## config.mk

```make
export PLATFORM = sky130hd
export DESIGN_NAME = adc_scan_seq
export DESIGN_NICKNAME = d
export VERILOG_FILES = /design/src/rtl/adc_seq_pkg.sv /design/src/rtl/adc_seq_prescale.sv /design/src/rtl/adc_seq_regs.sv /design/src/rtl/adc_seq_ctrl.sv /design/src/rtl/adc_scan_seq.sv
export SDC_FILE = /design/constraint.sdc
export NUM_CORES = 1
export LEC_CHECK = 0
export BUFFER_PORTS_ARGS = -buffer_cell sky130_fd_sc_hd__buf_2
export CORE_MARGIN = 8
export CORE_UTILIZATION = 50
export CTS_BUF_LIST = sky130_fd_sc_hd__clkbuf_16
export DETAILED_ROUTE_END_ITERATION = 7
export PLACE_DENSITY = 0.73
export SYNTH_ARGS = -nofsm -noshare
export SYNTH_HDL_FRONTEND = slang
export SYNTH_SLANG_ARGS = --single-unit
```

## constraint.sdc

```tcl
create_clock -name clk -period 3.6 [get_ports clk]
set_input_delay 0.9 -clock clk [delete_from_list [all_inputs] [get_ports clk]]
set_output_delay 0.9 -clock clk [all_outputs]
set_load 0.005 [all_outputs]
```

## src/rtl/adc_seq_pkg.sv

```systemverilog
package adc_seq_pkg;

  typedef enum logic [1:0] {
    START_TIMER = 2'd0,
    START_EDGE  = 2'd1,
    START_NOW   = 2'd2,
    START_NONE  = 2'd3
  } startMode_e;

  typedef enum logic [1:0] {
    CONV_ONCE = 2'd0,
    CONV_HOLD = 2'd1,
    CONV_SCAN = 2'd2,
    CONV_RSVD = 2'd3
  } convMode_e;

  typedef struct packed {
    logic store;
    logic setFlag;
  } seqStrobes_t;

endpackage

```

## src/rtl/adc_seq_prescale.sv

```systemverilog
module adc_seq_prescale #(
  parameter int DIV_W = 4
) (
  input  logic             clk,
  input  logic             rstN,
  input  logic [DIV_W-1:0] divider,
  output logic             tick
);

  logic [DIV_W-1:0] cntQ;

  assign tick = (cntQ >= divider);

  always_ff @(posedge clk) begin
    if (!rstN) begin
      cntQ <= '0;
    end else if (tick) begin
      cntQ <= '0;
    end else begin
      cntQ <= cntQ + 1'b1;
    end
  end

endmodule

```

## src/rtl/adc_seq_regs.sv

```systemverilog
module adc_seq_regs
  import adc_seq_pkg::*;
#(
  parameter int NUM_CH = 4,
  parameter int DATA_W = 8,
  parameter int DIV_W  = 4,
  parameter int ADDR_W = 3,
  localparam int CH_W  = $clog2(NUM_CH)
) (
  input  logic              clk,
  input  logic              rstN,
  input  logic              regWrEn,
  input  logic [ADDR_W-1:0] regAddr,
  input  logic [DATA_W-1:0] regWrData,
  output logic [DATA_W-1:0] regRdData,
  input  logic [DATA_W-1:0] convResult,
  input  logic [CH_W-1:0]   storeChan,
  input  seqStrobes_t       strobes,
  output logic              enable,
  output startMode_e        startMode,
  output logic              edgeRising,
  output convMode_e         convMode,
  output logic [NUM_CH-1:0] chanMask,
  output logic [DIV_W-1:0]  divider,
  output logic              immStart,
  output logic              flag,
  output logic              irq
);

  localparam logic [ADDR_W-1:0] ADDR_CTRL = ADDR_W'(0);
  localparam logic [ADDR_W-1:0] ADDR_MODE = ADDR_W'(1);
  localparam logic [ADDR_W-1:0] ADDR_MASK = ADDR_W'(2);
  localparam int DATA_BASE = 4;
  localparam int BIT_EN    = 0;
  localparam int BIT_SM    = 1;
  localparam int BIT_EDGE  = 3;
  localparam int BIT_IRQEN = 4;
  localparam int BIT_FLAG  = 5;
  localparam int BIT_CM    = 0;
  localparam int BIT_DIV   = 4;

  logic              enQ;
  startMode_e        startModeQ;
  logic              edgeRisingQ;
  logic              irqEnQ;
  logic              flagQ;
  convMode_e         convModeQ;
  logic [DIV_W-1:0]  divQ;
  logic [NUM_CH-1:0] maskQ;
  logic [DATA_W-1:0] dataQ [NUM_CH];

  logic ctrlWr, modeWr, maskWr;
  assign ctrlWr = regWrEn && (regAddr == ADDR_CTRL);
  assign modeWr = regWrEn && (regAddr == ADDR_MODE);
  assign maskWr = regWrEn && (regAddr == ADDR_MASK);

  always_ff @(posedge clk) begin
    if (!rstN) begin
      enQ         <= 1'b0;
      startModeQ  <= START_TIMER;
      edgeRisingQ <= 1'b0;
      irqEnQ      <= 1'b0;
    end else if (ctrlWr) begin
      enQ         <= regWrData[BIT_EN];
      startModeQ  <= startMode_e'(regWrData[BIT_SM +: 2]);
      edgeRisingQ <= regWrData[BIT_EDGE];
      irqEnQ      <= regWrData[BIT_IRQEN];
    end
  end

  always_ff @(posedge clk) begin
    if (!rstN) begin
      flagQ <= 1'b0;
    end else if (strobes.setFlag) begin
      flagQ <= 1'b1;
    end else if (ctrlWr && !regWrData[BIT_FLAG]) begin
      flagQ <= 1'b0;
    end
  end

  always_ff @(posedge clk) begin
    if (!rstN) begin
      convModeQ <= CONV_ONCE;
      divQ      <= '0;
    end else if (modeWr) begin
      convModeQ <= convMode_e'(regWrData[BIT_CM +: 2]);
      divQ      <= regWrData[BIT_DIV +: DIV_W];
    end
  end

  always_ff @(posedge clk) begin
    if (!rstN) begin
      maskQ <= '0;
    end else if (maskWr) begin
      maskQ <= regWrData[NUM_CH-1:0];
    end
  end

  for (genvar g = 0; g < NUM_CH; g++) begin : gData
    always_ff @(posedge clk) begin
      if (!rstN) begin
        dataQ[g] <= '0;
      end else if (strobes.store && (storeChan == CH_W'(g))) begin
        dataQ[g] <= convResult;
      end
    end
  end

  always_comb begin
    regRdData = '0;
    if (regAddr == ADDR_CTRL) begin
      regRdData[BIT_EN]        = enQ;
      regRdData[BIT_SM +: 2]   = startModeQ;
      regRdData[BIT_EDGE]      = edgeRisingQ;
      regRdData[BIT_IRQEN]     = irqEnQ;
      regRdData[BIT_FLAG]      = flagQ;
    end else if (regAddr == ADDR_MODE) begin
      regRdData[BIT_CM +: 2]   = convModeQ;
      regRdData[BIT_DIV +: DIV_W] = divQ;
    end else if (regAddr == ADDR_MASK) begin
      regRdData[NUM_CH-1:0]    = maskQ;
    end else begin
      for (int i = 0; i < NUM_CH; i++) begin
        if (regAddr == ADDR_W'(DATA_BASE + i)) begin
          regRdData = dataQ[i];
        end
      end
    end
  end

  assign immStart   = ctrlWr && regWrData[BIT_EN] &&
                      (regWrData[BIT_SM +: 2] == START_NOW);
  assign enable     = enQ;
  assign startMode  = startModeQ;
  assign edgeRising = edgeRisingQ;
  assign convMode   = convModeQ;
  assign chanMask   = maskQ;
  assign divider    = divQ;
  assign flag       = flagQ;
  assign irq        = flagQ && irqEnQ;

endmodule

```

## src/rtl/adc_seq_ctrl.sv

```systemverilog
module adc_seq_ctrl
  import adc_seq_pkg::*;
#(
  parameter int NUM_CH = 4,
  localparam int CH_W  = $clog2(NUM_CH)
) (
  input  logic              clk,
  input  logic              rstN,
  input  logic              enable,
  input  startMode_e        startMode,
  input  logic              edgeRising,
  input  convMode_e         convMode,
  input  logic [NUM_CH-1:0] chanMask,
  input  logic              tick,
  input  logic              immStart,
  input  logic              timerOvf,
  input  logic              trigPin,
  input  logic              convDone,
  output logic              convStart,
  output logic [CH_W-1:0]   convChan,
  output seqStrobes_t       strobes
);

  typedef enum logic [1:0] {S_IDLE, S_WAIT, S_CONV} seqState_e;

  seqState_e       stateQ, stateD;
  logic [CH_W-1:0] chanQ, chanD;
  logic            pinPrevQ;

  // Returns {found, index} of the lowest set mask bit at or above lo.
  function automatic logic [CH_W:0] pickFrom(input logic [NUM_CH-1:0] m, input int lo);
    logic [CH_W:0] res;
    res = '0;
    for (int i = NUM_CH - 1; i >= 0; i--) begin
      if (m[i] && (i >= lo)) begin
        res = {1'b1, CH_W'(i)};
      end
    end
    return res;
  endfunction

  logic [CH_W:0] firstPick, abovePick;
  logic          edgeHit, startReq;

  assign firstPick = pickFrom(chanMask, 0);
  assign abovePick = pickFrom(chanMask, int'(chanQ) + 1);
  assign edgeHit   = edgeRising ? (trigPin && !pinPrevQ) : (!trigPin && pinPrevQ);
  assign startReq  = immStart ||
                     (enable && (((startMode == START_TIMER) && timerOvf) ||
                                 ((startMode == START_EDGE) && edgeHit)));

  always_comb begin
    stateD    = stateQ;
    chanD     = chanQ;
    strobes   = '0;
    convStart = 1'b0;
    case (stateQ)
      S_IDLE: begin
        if (startReq && (|chanMask)) begin
          stateD = S_WAIT;
          chanD  = firstPick[CH_W-1:0];
        end
      end
      S_WAIT: begin
        if (!enable) begin
          stateD = S_IDLE;
        end else if (tick) begin
          convStart = 1'b1;
          stateD    = S_CONV;
        end
      end
      S_CONV: begin
        if (convDone) begin
          strobes.store = 1'b1;
          if (convMode == CONV_HOLD) begin
            strobes.setFlag = 1'b1;
            stateD = enable ? S_WAIT : S_IDLE;
          end else if (abovePick[CH_W]) begin
            chanD  = abovePick[CH_W-1:0];
            stateD = enable ? S_WAIT : S_IDLE;
          end else begin
            strobes.setFlag = 1'b1;
            if ((convMode == CONV_SCAN) && enable && firstPick[CH_W]) begin
              chanD  = firstPick[CH_W-1:0];
              stateD = S_WAIT;
            end else begin
              stateD = S_IDLE;
            end
          end
        end
      end
      default: stateD = S_IDLE;
    endcase
  end

  always_ff @(posedge clk) begin
    if (!rstN) begin
      stateQ   <= S_IDLE;
      chanQ    <= '0;
      pinPrevQ <= 1'b0;
    end else begin
      stateQ   <= stateD;
      chanQ    <= chanD;
      pinPrevQ <= trigPin;
    end
  end

  assign convChan = chanQ;

endmodule

```

## src/rtl/adc_scan_seq.sv

```systemverilog
module adc_scan_seq
  import adc_seq_pkg::*;
#(
  parameter int NUM_CH = 4,
  parameter int DATA_W = 8,
  parameter int DIV_W  = 4,
  parameter int ADDR_W = 3,
  localparam int CH_W  = $clog2(NUM_CH)
) (
  input  logic              clk,
  input  logic              rstN,
  input  logic              regWrEn,
  input  logic [ADDR_W-1:0] regAddr,
  input  logic [DATA_W-1:0] regWrData,
  output logic [DATA_W-1:0] regRdData,
  input  logic              timerOvf,
  input  logic              trigPin,
  output logic              convStart,
  output logic [CH_W-1:0]   convChan,
  input  logic              convDone,
  input  logic [DATA_W-1:0] convResult,
  output logic              irq
);

  seqStrobes_t       strobesW;
  logic              enableW, edgeRisingW, immStartW, flagW, tickW;
  startMode_e        startModeW;
  convMode_e         convModeW;
  logic [NUM_CH-1:0] maskW;
  logic [DIV_W-1:0]  dividerW;

  adc_seq_regs #(
    .NUM_CH(NUM_CH), .DATA_W(DATA_W), .DIV_W(DIV_W), .ADDR_W(ADDR_W)
  ) regs_i (
    .clk        (clk),
    .rstN       (rstN),
    .regWrEn    (regWrEn),
    .regAddr    (regAddr),
    .regWrData  (regWrData),
    .regRdData  (regRdData),
    .convResult (convResult),
    .storeChan  (convChan),
    .strobes    (strobesW),
    .enable     (enableW),
    .startMode  (startModeW),
    .edgeRising (edgeRisingW),
    .convMode   (convModeW),
    .chanMask   (maskW),
    .divider    (dividerW),
    .immStart   (immStartW),
    .flag       (flagW),
    .irq        (irq)
  );

  adc_seq_prescale #(.DIV_W(DIV_W)) prescale_i (
    .clk     (clk),
    .rstN    (rstN),
    .divider (dividerW),
    .tick    (tickW)
  );

  adc_seq_ctrl #(.NUM_CH(NUM_CH)) ctrl_i (
    .clk        (clk),
    .rstN       (rstN),
    .enable     (enableW),
    .startMode  (startModeW),
    .edgeRising (edgeRisingW),
    .convMode   (convModeW),
    .chanMask   (maskW),
    .tick       (tickW),
    .immStart   (immStartW),
    .timerOvf   (timerOvf),
    .trigPin    (trigPin),
    .convDone   (convDone),
    .convStart  (convStart),
    .convChan   (convChan),
    .strobes    (strobesW)
  );

endmodule

```

==> metrics.txt, run 1 <==
outcome=complete, no violations; Post-Route Skew=6.07 ps; vias in the first global route=2326; Async SR Flop Fraction=0%; Cells after Synth=292; fin crit period=3150 ps; GP Congestion=0.814; VDD IR max=0.334 mV; setup violators final=0; Hold Path Class=flop to flop; FMAX=0.317 GHz; Max Cap Viol=0; final WL=6790 um; layout cells sized above 1=18.9%; Final ANT Viol Nets=0; IO Count=37; WL/cell=16.4 um; crit end category=output port; mean post-synth cell area=10.3 um^2; CTS tree=yes; post-CTS sizing=0; CTS root buf=clkbuf_16; Die X=93.6 um; top-area cell type share of the netlist area=31.9%; crit path kind=input port to output port; initial antenna violation count=0; CTS max path bufs=2; die height=93.6 um; WHS=480 ps; dominant cell type by area after synthesis=edfxtp_1; Synth warnings=0; Yosys reg bits=57; Bufs and invs on worst path=2; setup_tns=0 ps; first-pass GRT wire length=11400 um; vias per cell=5.49; Hold Path End=regs_i.irqEnQ$_SDFFE_PN0N_; CP cell instances=buf_2 -> nor2b_1 -> nand2_1 -> o21ai_0 -> a22o_1 -> buf_2; Power Dens Cells=438 nW/um^2; Antenna Cells=0; IO buf count=36; CTS Buf Count=9; Post-synth EDFFs=32; # DRC=0; Area Overhead vs Synth=17.2%; WP data required=2700 ps; CTS HTree Levels=3; Slew HR=64.2%; cell family with most CP delay=simple AND/OR/NAND/NOR gates; Worst Tran Pin Value=535 ps; largest cells by area after synthesis=edfxtp_1 (32%), dfxtp_1 (17%), and2_1 (7.3%); Netlist cell types=52; Register-to-Register Path Depth=5; largest net degree at the start of global routing=34; site row count=28; DIE AREA=8760 um^2; Worst-path clk slew=50 ps; Critical R2R Launch=ctrl_i.stateQ[1]$_SDFFE_PN0P_; GR Overflow Total=0; FF-to-FF End=regs_i.dataQ[0][0]$_SDFFCE_PN0P_; GRT Overall Usage=16.8%; most frequent cell after synthesis=and2_1; period utilisation layout=87.6%; initial core utilization=51.1%; core footprint=5890 um^2; RSZ-0062 raised after global routing=false; Reg2Reg Setup Slack=1620 ps; start point of the critical path=regAddr[0]; CP startpoint kind=input port; sequential area share after synthesis=48.5%; Post-DP HPWL=4960 um; Hold Startpoint=regs_i.irqEnQ$_SDFFE_PN0N_; final hold vios=0; Post-CTS Setup Bufs=0; slowest cell on the critical path=nor2b_1; leakage=1.42 nW; synthesized area=3010 um^2; hold buffer count at cts=0; dominant synthesized flop cell=edfxtp_1; Power, Total=1.55 mW; Commonest cells post-synth=and2_1 (35), edfxtp_1 (32), nand2_1 (27), dfxtp_1 (25), mux2i_1 (20); Final Slew Violations=0; later-pin clock latency in the skew report=320 ps; Min-Delay Path Depth=2; First-pass DRT Iterations=4; clock sink count=57; vias post-DR=2268; arrival time worst endpoint=2250 ps; crit-path most repeated cell=buf_2; crit-path max cell delay=440 ps; initial drt markers=116; Worst Path Max Fanout=27; post-synthesis net count=322; NumNets Final=363
==> metrics by stage <==
step / setup WS, ps / std cells / area [um^2] / utilization [%]
2_1_floorplan: 783 / 292 / 3010 / -
3_3_place_gp: 408 / 397 / 3270 / 55.6
3_5_place_dp: 415 / 397 / 3270 / 55.6
4_1_cts: 413 / 413 / 3530 / 60.0
5_1_grt: 306 / 413 / 3530 / 60.0
6_report: 446 / 413 / 3530 / 60.0
==> per-layer routing <==
metal | vias to the layer above | share of wire [%] | wire (um) | track usage [%]
li1 | 1135 | - | - | -
met3 | 9 | 4.8 | 324 | 3.61
met2 | 51 | 50 | 3370 | 27.0
met1 | 1073 | 44 | 2990 | 20.6
met4 | 0 | 1.5 | 99 | 8.98
met5 | - | 0 | 0 | 0
==> worst register-to-register path, stage by stage, from the launching register on <==
cell and delay, ps:
dfxtp_1 450, and2b_1 310, inv_1 120, or3_1 420
o21ai_0 180, buf_4 200
==> worst max-delay path by stage <==
stage                        end  slack (ps)  cells past startpoint
floorplan           regRdData[4]         780                      5
global placement    regRdData[5]         410                      6
detailed placement  regRdData[5]         420                      6
CTS                 regRdData[5]         410                      6
global route        regRdData[7]         310                      6
finish              regRdData[6]         450                      6
==> logic make-up (layout without fill, tap and decap cells) <==
kind of cell | count (synthesis) | in the layout | share of synthesized area (%)
AND/OR/NAND/NOR | 126 | 126 | 24.5
AO/OA/AOI/OAI | 56 | 56 | 13.3
multiplexers | 23 | 23 | 7.77
buffers and inverters | 23 | 69 | 3.24
flip-flops | 57 | 57 | 48.5
XOR/XNOR | 2 | 2 | 0.582
adder cells (fa/ha/maj) | 5 | 5 | 2.08
==> report_power, final <==
group          leakage (nW)  internal [mW]  switching (mW)
Combinational         0.749         0.0492          0.0671
Sequential            0.533          0.704         0.00903
Clock                 0.134          0.449           0.267
Total                  1.42           1.20           0.343
==> cells in the final DEF, fill, tap and decap left out, drive strengths merged, types with 5 or more instances in the layout <==
cell type / n
ha: 5
dfxtp: 25
nand2: 27
o21ai: 15
inv: 14
and2: 35
edfxtp: 32
a21boi: 7
nor2b: 14
nand3: 7
mux2i: 20
nor2: 18
buf: 42
clkbuf: 9
a21oi: 5
and3: 5
==> state kept, by name, summed over array words and instances, names as in the netlist <==
register,cells
regs_i.dataQ,32
ctrl_i.stateQ,2
regs_i.startMode,2
regs_i.irqEnQ,1
regs_i.enable,1
regs_i.flag,1
regs_i.convMode,2
regs_i.divider,4
regs_i.chanMask,4
ctrl_i.convChan,2
ctrl_i.pinPrevQ,1
prescale_i.cntQ,4
regs_i.edgeRising,1
==> layout make-up <==
cell class | count | area [um^2]
Clock buffer | 9 | 225
Clock inverter | 7 | 31.3
Fill cell | 520 | 2360
Inverter | 11 | 41.3
Multi-Input combinational cell | 212 | 1450
Sequential cell | 57 | 1460
Tap cell | 75 | 93.8
Timing Repair Buffer | 42 | 225
Power figures use the tool's default switching activity.
==> run 2: changes to the inputs <==
--- a/config.mk
+++ b/config.mk
@@ -5,12 +5,13 @@
 export SDC_FILE = /design/constraint.sdc
 export NUM_CORES = 1
 export LEC_CHECK = 0
+export ABC_AREA = 1
 export BUFFER_PORTS_ARGS = -buffer_cell sky130_fd_sc_hd__buf_2
 export CORE_MARGIN = 8
 export CORE_UTILIZATION = 50
 export CTS_BUF_LIST = sky130_fd_sc_hd__clkbuf_16
 export DETAILED_ROUTE_END_ITERATION = 7
-export PLACE_DENSITY = 0.73
+export PLACE_DENSITY = 0.74
 export SYNTH_ARGS = -nofsm -noshare
 export SYNTH_HDL_FRONTEND = slang
 export SYNTH_SLANG_ARGS = --single-unit
==> run 2 against run 1 <==
Against the previous run: fmax up 0.86%; clock skew grew 0.70 ps; sequential share of layout area rose by 1.6 points; flip-flop and latch count unchanged; worst setup slack better by 27 ps; cell count up 12%; combinational power is essentially flat.
==> metrics.txt, run 2 <==
Slew HR=67.8%; GP Congestion=0.922; Die X=91.4 um; GR Overflow Total=0; top-area cell type share of the netlist area=33.8%; RSZ-0062 raised after global routing=false; setup violators final=0; site row count=27; slowest cell on the critical path=nor3_2; sequential area share after synthesis=51.5%; Yosys reg bits=57; post-route insts no fill=461; core footprint=5510 um^2; final WL=7060 um; Post-synth EDFFs=32; DIE AREA=8340 um^2; period utilisation layout=86.9%; Hold Path Class=flop to flop; crit-path max cell delay=400 ps; arrival time worst endpoint=2230 ps; Worst-path clk slew=50 ps; Cells after Synth=337; later-pin clock latency in the skew report=330 ps; Post-Route Skew=6.77 ps; Async SR Flop Fraction=0%; vias per cell=5.36; final hold vios=0; CTS max path bufs=2; IO Count=37; Commonest cells post-synth=nor2_1 (52), nand2_1 (51), inv_1 (43), edfxtp_1 (32), a21oi_1 (26); initial drt markers=166; crit end category=output port; mean post-synth cell area=8.42 um^2; Power Dens Cells=475 nW/um^2; Area Overhead vs Synth=19.6%; initial core utilization=51.6%; initial antenna violation count=0; IO buf count=36; Synth Area in XOR/XNOR=0.617%; largest cells by area after synthesis=edfxtp_1 (34%), dfxtp_1 (18%), nor2_1 (6.9%); most common cell after layout, fill and taps aside=nor2_1; main combinational cell family by area after synthesis=simple AND/OR/NAND/NOR gates; CTS root buf=clkbuf_16; CTS HTree Levels=3; post-synthesis compound-gate area fraction=12.8%; crit path kind=input port to output port; FMAX=0.320 GHz; GRT Overall Usage=17.7%; VDD IR max=0.264 mV; leakage=1.48 nW; layout cells sized above 1=20.3%; commonest cells after routing, fill and taps aside=nor2_1 (52), nand2_1 (51), inv_1 (45), buf_2 (36), edfxtp_1 (32); First-pass DRT Iterations=4; Post-CTS Setup Bufs=0; Synth warnings=0; Post-DP HPWL=5190 um; placed cells=445; setup_tns=0 ps; CP startpoint kind=input port; Min-Delay Path Depth=2; clock sink count=57; Max Cap Viol=0; Worst Path Max Fanout=11; first-pass GRT wire length=11800 um; Final ANT Viol Nets=0; Register-to-Register Path Depth=7; Final Slew Violations=0; fin crit period=3130 ps; post-CTS sizing=0; CP cell instances=buf_2 -> inv_1 -> nor3_2 -> nand2_1 -> o21ai_1 -> a21oi_1 -> nand3_1 -> o21ai_1 -> nand2_1 -> buf_2; Synth Area in Simple Gates=25.0%; post-synthesis net count=367; Worst Tran Pin Value=481 ps; dominant cell type by area after synthesis=edfxtp_1; WP data required=2700 ps; hold buffer count at cts=0; die height=91.4 um; largest net degree at the start of global routing=26; CTS tree=yes; CTS Buf Count=9; NumNets Final=414; Antenna Cells=0; largest register by flop count=regs_i.dataQ; # DRC=0; WL/cell=15.3 um; Netlist cell types=32; synthesized area=2840 um^2; mux cell area share after synthesis=0%; max reg flops=32; Post-Synth Adder-Cell Area=2.20%; dominant synthesized flop cell=edfxtp_1; outcome=complete, no violations; most frequent cell after synthesis=nor2_1; vias in the first global route=2572; vias post-DR=2473
## run 2: worst max-delay path: cells and delay by family
kind                   cells  cell delay [ps]
AOI/OAI and AO/OA          3              210
and+or+nand+nor            4              640
buffers and inverters      3              460
## run 2: final cells by class
cell class / count / area, um^2
flip-flops and latches: 57 / 1460
inverters: 54 / 203
clock inverters: 6 / 26.3
repair buffers: 40 / 210
fillers: 483 / 2110
clock buffers: 10 / 250
well taps: 72 / 90.1
multi-input cells: 222 / 1150
## run 2: logic make-up after synthesis
logic type / count (synthesis)
AND/OR/NAND/NOR: 150
buffers and inverters: 58
XOR/XNOR: 2
adder cells (fa/ha/maj): 5
flip-flops: 57
AO/OA/AOI/OAI: 65
## run 2: through the flow
stage | area, um^2 | power, mW | utilization (%) | setup WS, ps | hold slack, ps
CTS | 3400 | 1.62 | 61.7 | 500 | 489
finish | 3400 | 1.61 | 61.7 | 473 | 500
global route | 3400 | 1.67 | 61.7 | 291 | 528
floorplan | 2840 | 0.797 | - | 1050 | 430
global placement | 3120 | 0.844 | 56.6 | 549 | 445
detailed placement | 3120 | 0.847 | 56.6 | 502 | 468
## run 2: worst paths after layout
check | start | to | slack, ps
hold / removal | regs_i.irqEnQ$_SDFFE_PN0N_ | regs_i.irqEnQ$_SDFFE_PN0N_ | 500
hold reg to reg | regs_i.irqEnQ$_SDFFE_PN0N_ | regs_i.irqEnQ$_SDFFE_PN0N_ | 500
setup / recovery | regAddr[2] | regRdData[3] | 470
setup reg to reg | ctrl_i.stateQ[1]$_SDFFE_PN0P_ | regs_i.dataQ[1][5]$_SDFFCE_PN0P_ | 1870
## run 2: layer usage
metal	vias up	GRT usage, %	share of wire, %
met1	1138	20.4	44
met4	0	8.05	2.3
met3	13	5.84	6.5
met2	82	29.3	48
li1	1240	-	-
met5	-	0	0
## run 2: report_power, final
group	leakage [nW]	total (mW)	internal [mW]	switching, mW
clock network	0.147	0.776	0.494	0.282
logic	0.798	0.119	0.0421	0.0771
registers	0.533	0.717	0.706	0.0113
total	1.48	1.61	1.24	0.370
==> run 3: changes to the inputs <==
--- a/config.mk
+++ b/config.mk
@@ -11,6 +11,8 @@
 export CORE_UTILIZATION = 50
 export CTS_BUF_LIST = sky130_fd_sc_hd__clkbuf_16
 export DETAILED_ROUTE_END_ITERATION = 7
+export GPL_TIMING_DRIVEN = 0
+export HOLD_SLACK_MARGIN = 0.12
 export PLACE_DENSITY = 0.74
 export SYNTH_ARGS = -nofsm -noshare
 export SYNTH_HDL_FRONTEND = slang
==> run 3 against run 2 <==
Against the previous run: clock power is 7.5% lower; sequential power about the same; first-iteration DRC count down 21%; combinational power barely moved; die area unchanged; critical path type unchanged; count of clock-buffer cells in the layout shrank 1; final area is 0.63% lower; flip-flop and latch count stayed put; fmax increased by 1.2%; global-route usage fell by 0.43 points; worst hold slack worse by 43 ps.
==> metrics.txt, run 3 (synthesis results as in run 2) <==
outcome=complete, no violations; Final Slew Violations=0; # DRC=0; largest net degree at the start of global routing=11; CP startpoint kind=input port; WL/cell=14.9 um; max reg flops=32; initial core utilization=51.6%; Antenna Cells=0; final design utilization=61.3%; Area Overhead vs Synth=18.9%; die height=91.4 um; vias per cell=5.37; First-pass DRT Iterations=4; Hold Path Class=flop to flop; placed cells=445; slowest cell on the critical path=nor3_2; cell family with most CP delay=simple AND/OR/NAND/NOR gates; initial antenna violation count=0; Bufs and invs on worst path=2; CTS tree=yes; RSZ-0062 raised after global routing=false; GRT Overall Usage=17.3%; hold buffer count at cts=0; final WL=6870 um; GP Congestion=0.905; Post-CTS Setup Bufs=0; most common cell after layout, fill and taps aside=nor2_1; Power, Total=1.55 mW; clock sink count=57; WP data required=2700 ps; CTS Buf Count=9; crit-path max cell delay=510 ps; CTS root buf=clkbuf_16; final hold vios=0; core footprint=5510 um^2; leakage=1.46 nW; crit end category=output port; crit path kind=input port to output port; largest register by flop count=regs_i.dataQ; initial drt markers=131; CP cell instances=buf_2 -> nor3_2 -> nand2_1 -> o21ai_1 -> a21oi_1 -> nand3_1 -> o21ai_1 -> nand2_1 -> buf_2; commonest cells after routing, fill and taps aside=nor2_1 (52), nand2_1 (51), inv_1 (45), buf_2 (37), edfxtp_1 (32); Power Dens Cells=461 nW/um^2; setup_tns=0 ps; vias post-DR=2477; IO buf count=36; period utilisation layout=85.8%; DIE AREA=8340 um^2; CTS HTree Levels=3; NumNets Final=414; vias in the first global route=2443; Max Cap Viol=0; cell area after layout=3370 um^2; VDD IR max=0.234 mV; fin crit period=3090 ps; post-route insts no fill=461; FMAX=0.324 GHz; IO Count=37; Die X=91.4 um; Post-DP HPWL=5030 um; Worst Path Max Fanout=8; site row count=27; Slew HR=14.5%; setup violators final=0; dpl cell area=3110 um^2; first-pass GRT wire length=11400 um; GR Overflow Total=0; Worst-path clk slew=50 ps; Worst Tran Pin Value=1270 ps; Post-Route Skew=7.96 ps; CTS max path bufs=2; later-pin clock latency in the skew report=320 ps; layout cells sized above 1=20.1%; arrival time worst endpoint=2190 ps; Final ANT Viol Nets=0; post-CTS sizing=0
run 3: report_power, final:
group	total, mW	internal, mW	switching, mW
Sequential	0.717	0.707	0.0101
Combinational	0.120	0.0411	0.0786
Clock	0.718	0.449	0.269
Total	1.55	1.20	0.358
run 3: stage by stage:
stage	worst slack [ps]	hold slack, ps
final	511	457
after global routing	333	498
after CTS	488	465
after detailed placement	495	454
after global placement	478	447
after floorplan	1050	430
run 3: path summary, 6_finish.rpt:
kind	cells past startpoint	endpoint	from	slack [ps]
min reg2reg	1	prescale_i.cntQ[0]$_SDFF_PP0_	prescale_i.cntQ[0]$_SDFF_PP0_	460
min	1	prescale_i.cntQ[0]$_SDFF_PP0_	prescale_i.cntQ[0]$_SDFF_PP0_	460
max	9	regRdData[3]	regAddr[1]	510
max reg2reg	6	regs_i.dataQ[0][7]$_SDFFCE_PN0P_	ctrl_i.stateQ[1]$_SDFFE_PN0P_	1170
run 3: per-layer routing:
metal | vias to the layer above | GRT usage [%] | part of all wire, %
li1 | 1240 | - | -
met1 | 1144 | 21.4 | 46
met2 | 83 | 27.0 | 47
met3 | 10 | 5.51 | 6.1
met4 | 0 | 7.78 | 1.4
met5 | - | 0 | 0
run 3: final cells by class:
| class | count | area [um^2] |
|---|---|---|
| inverter | 54 | 203 |
| tap | 72 | 90.1 |
| clock inverter | 7 | 30.0 |
| timing repair buffer | 36 | 180 |
| clock buffer | 9 | 225 |
| buffer | 4 | 20.0 |
| multi-input combinational | 222 | 1160 |
| sequential | 57 | 1460 |
| fill | 491 | 2130 |
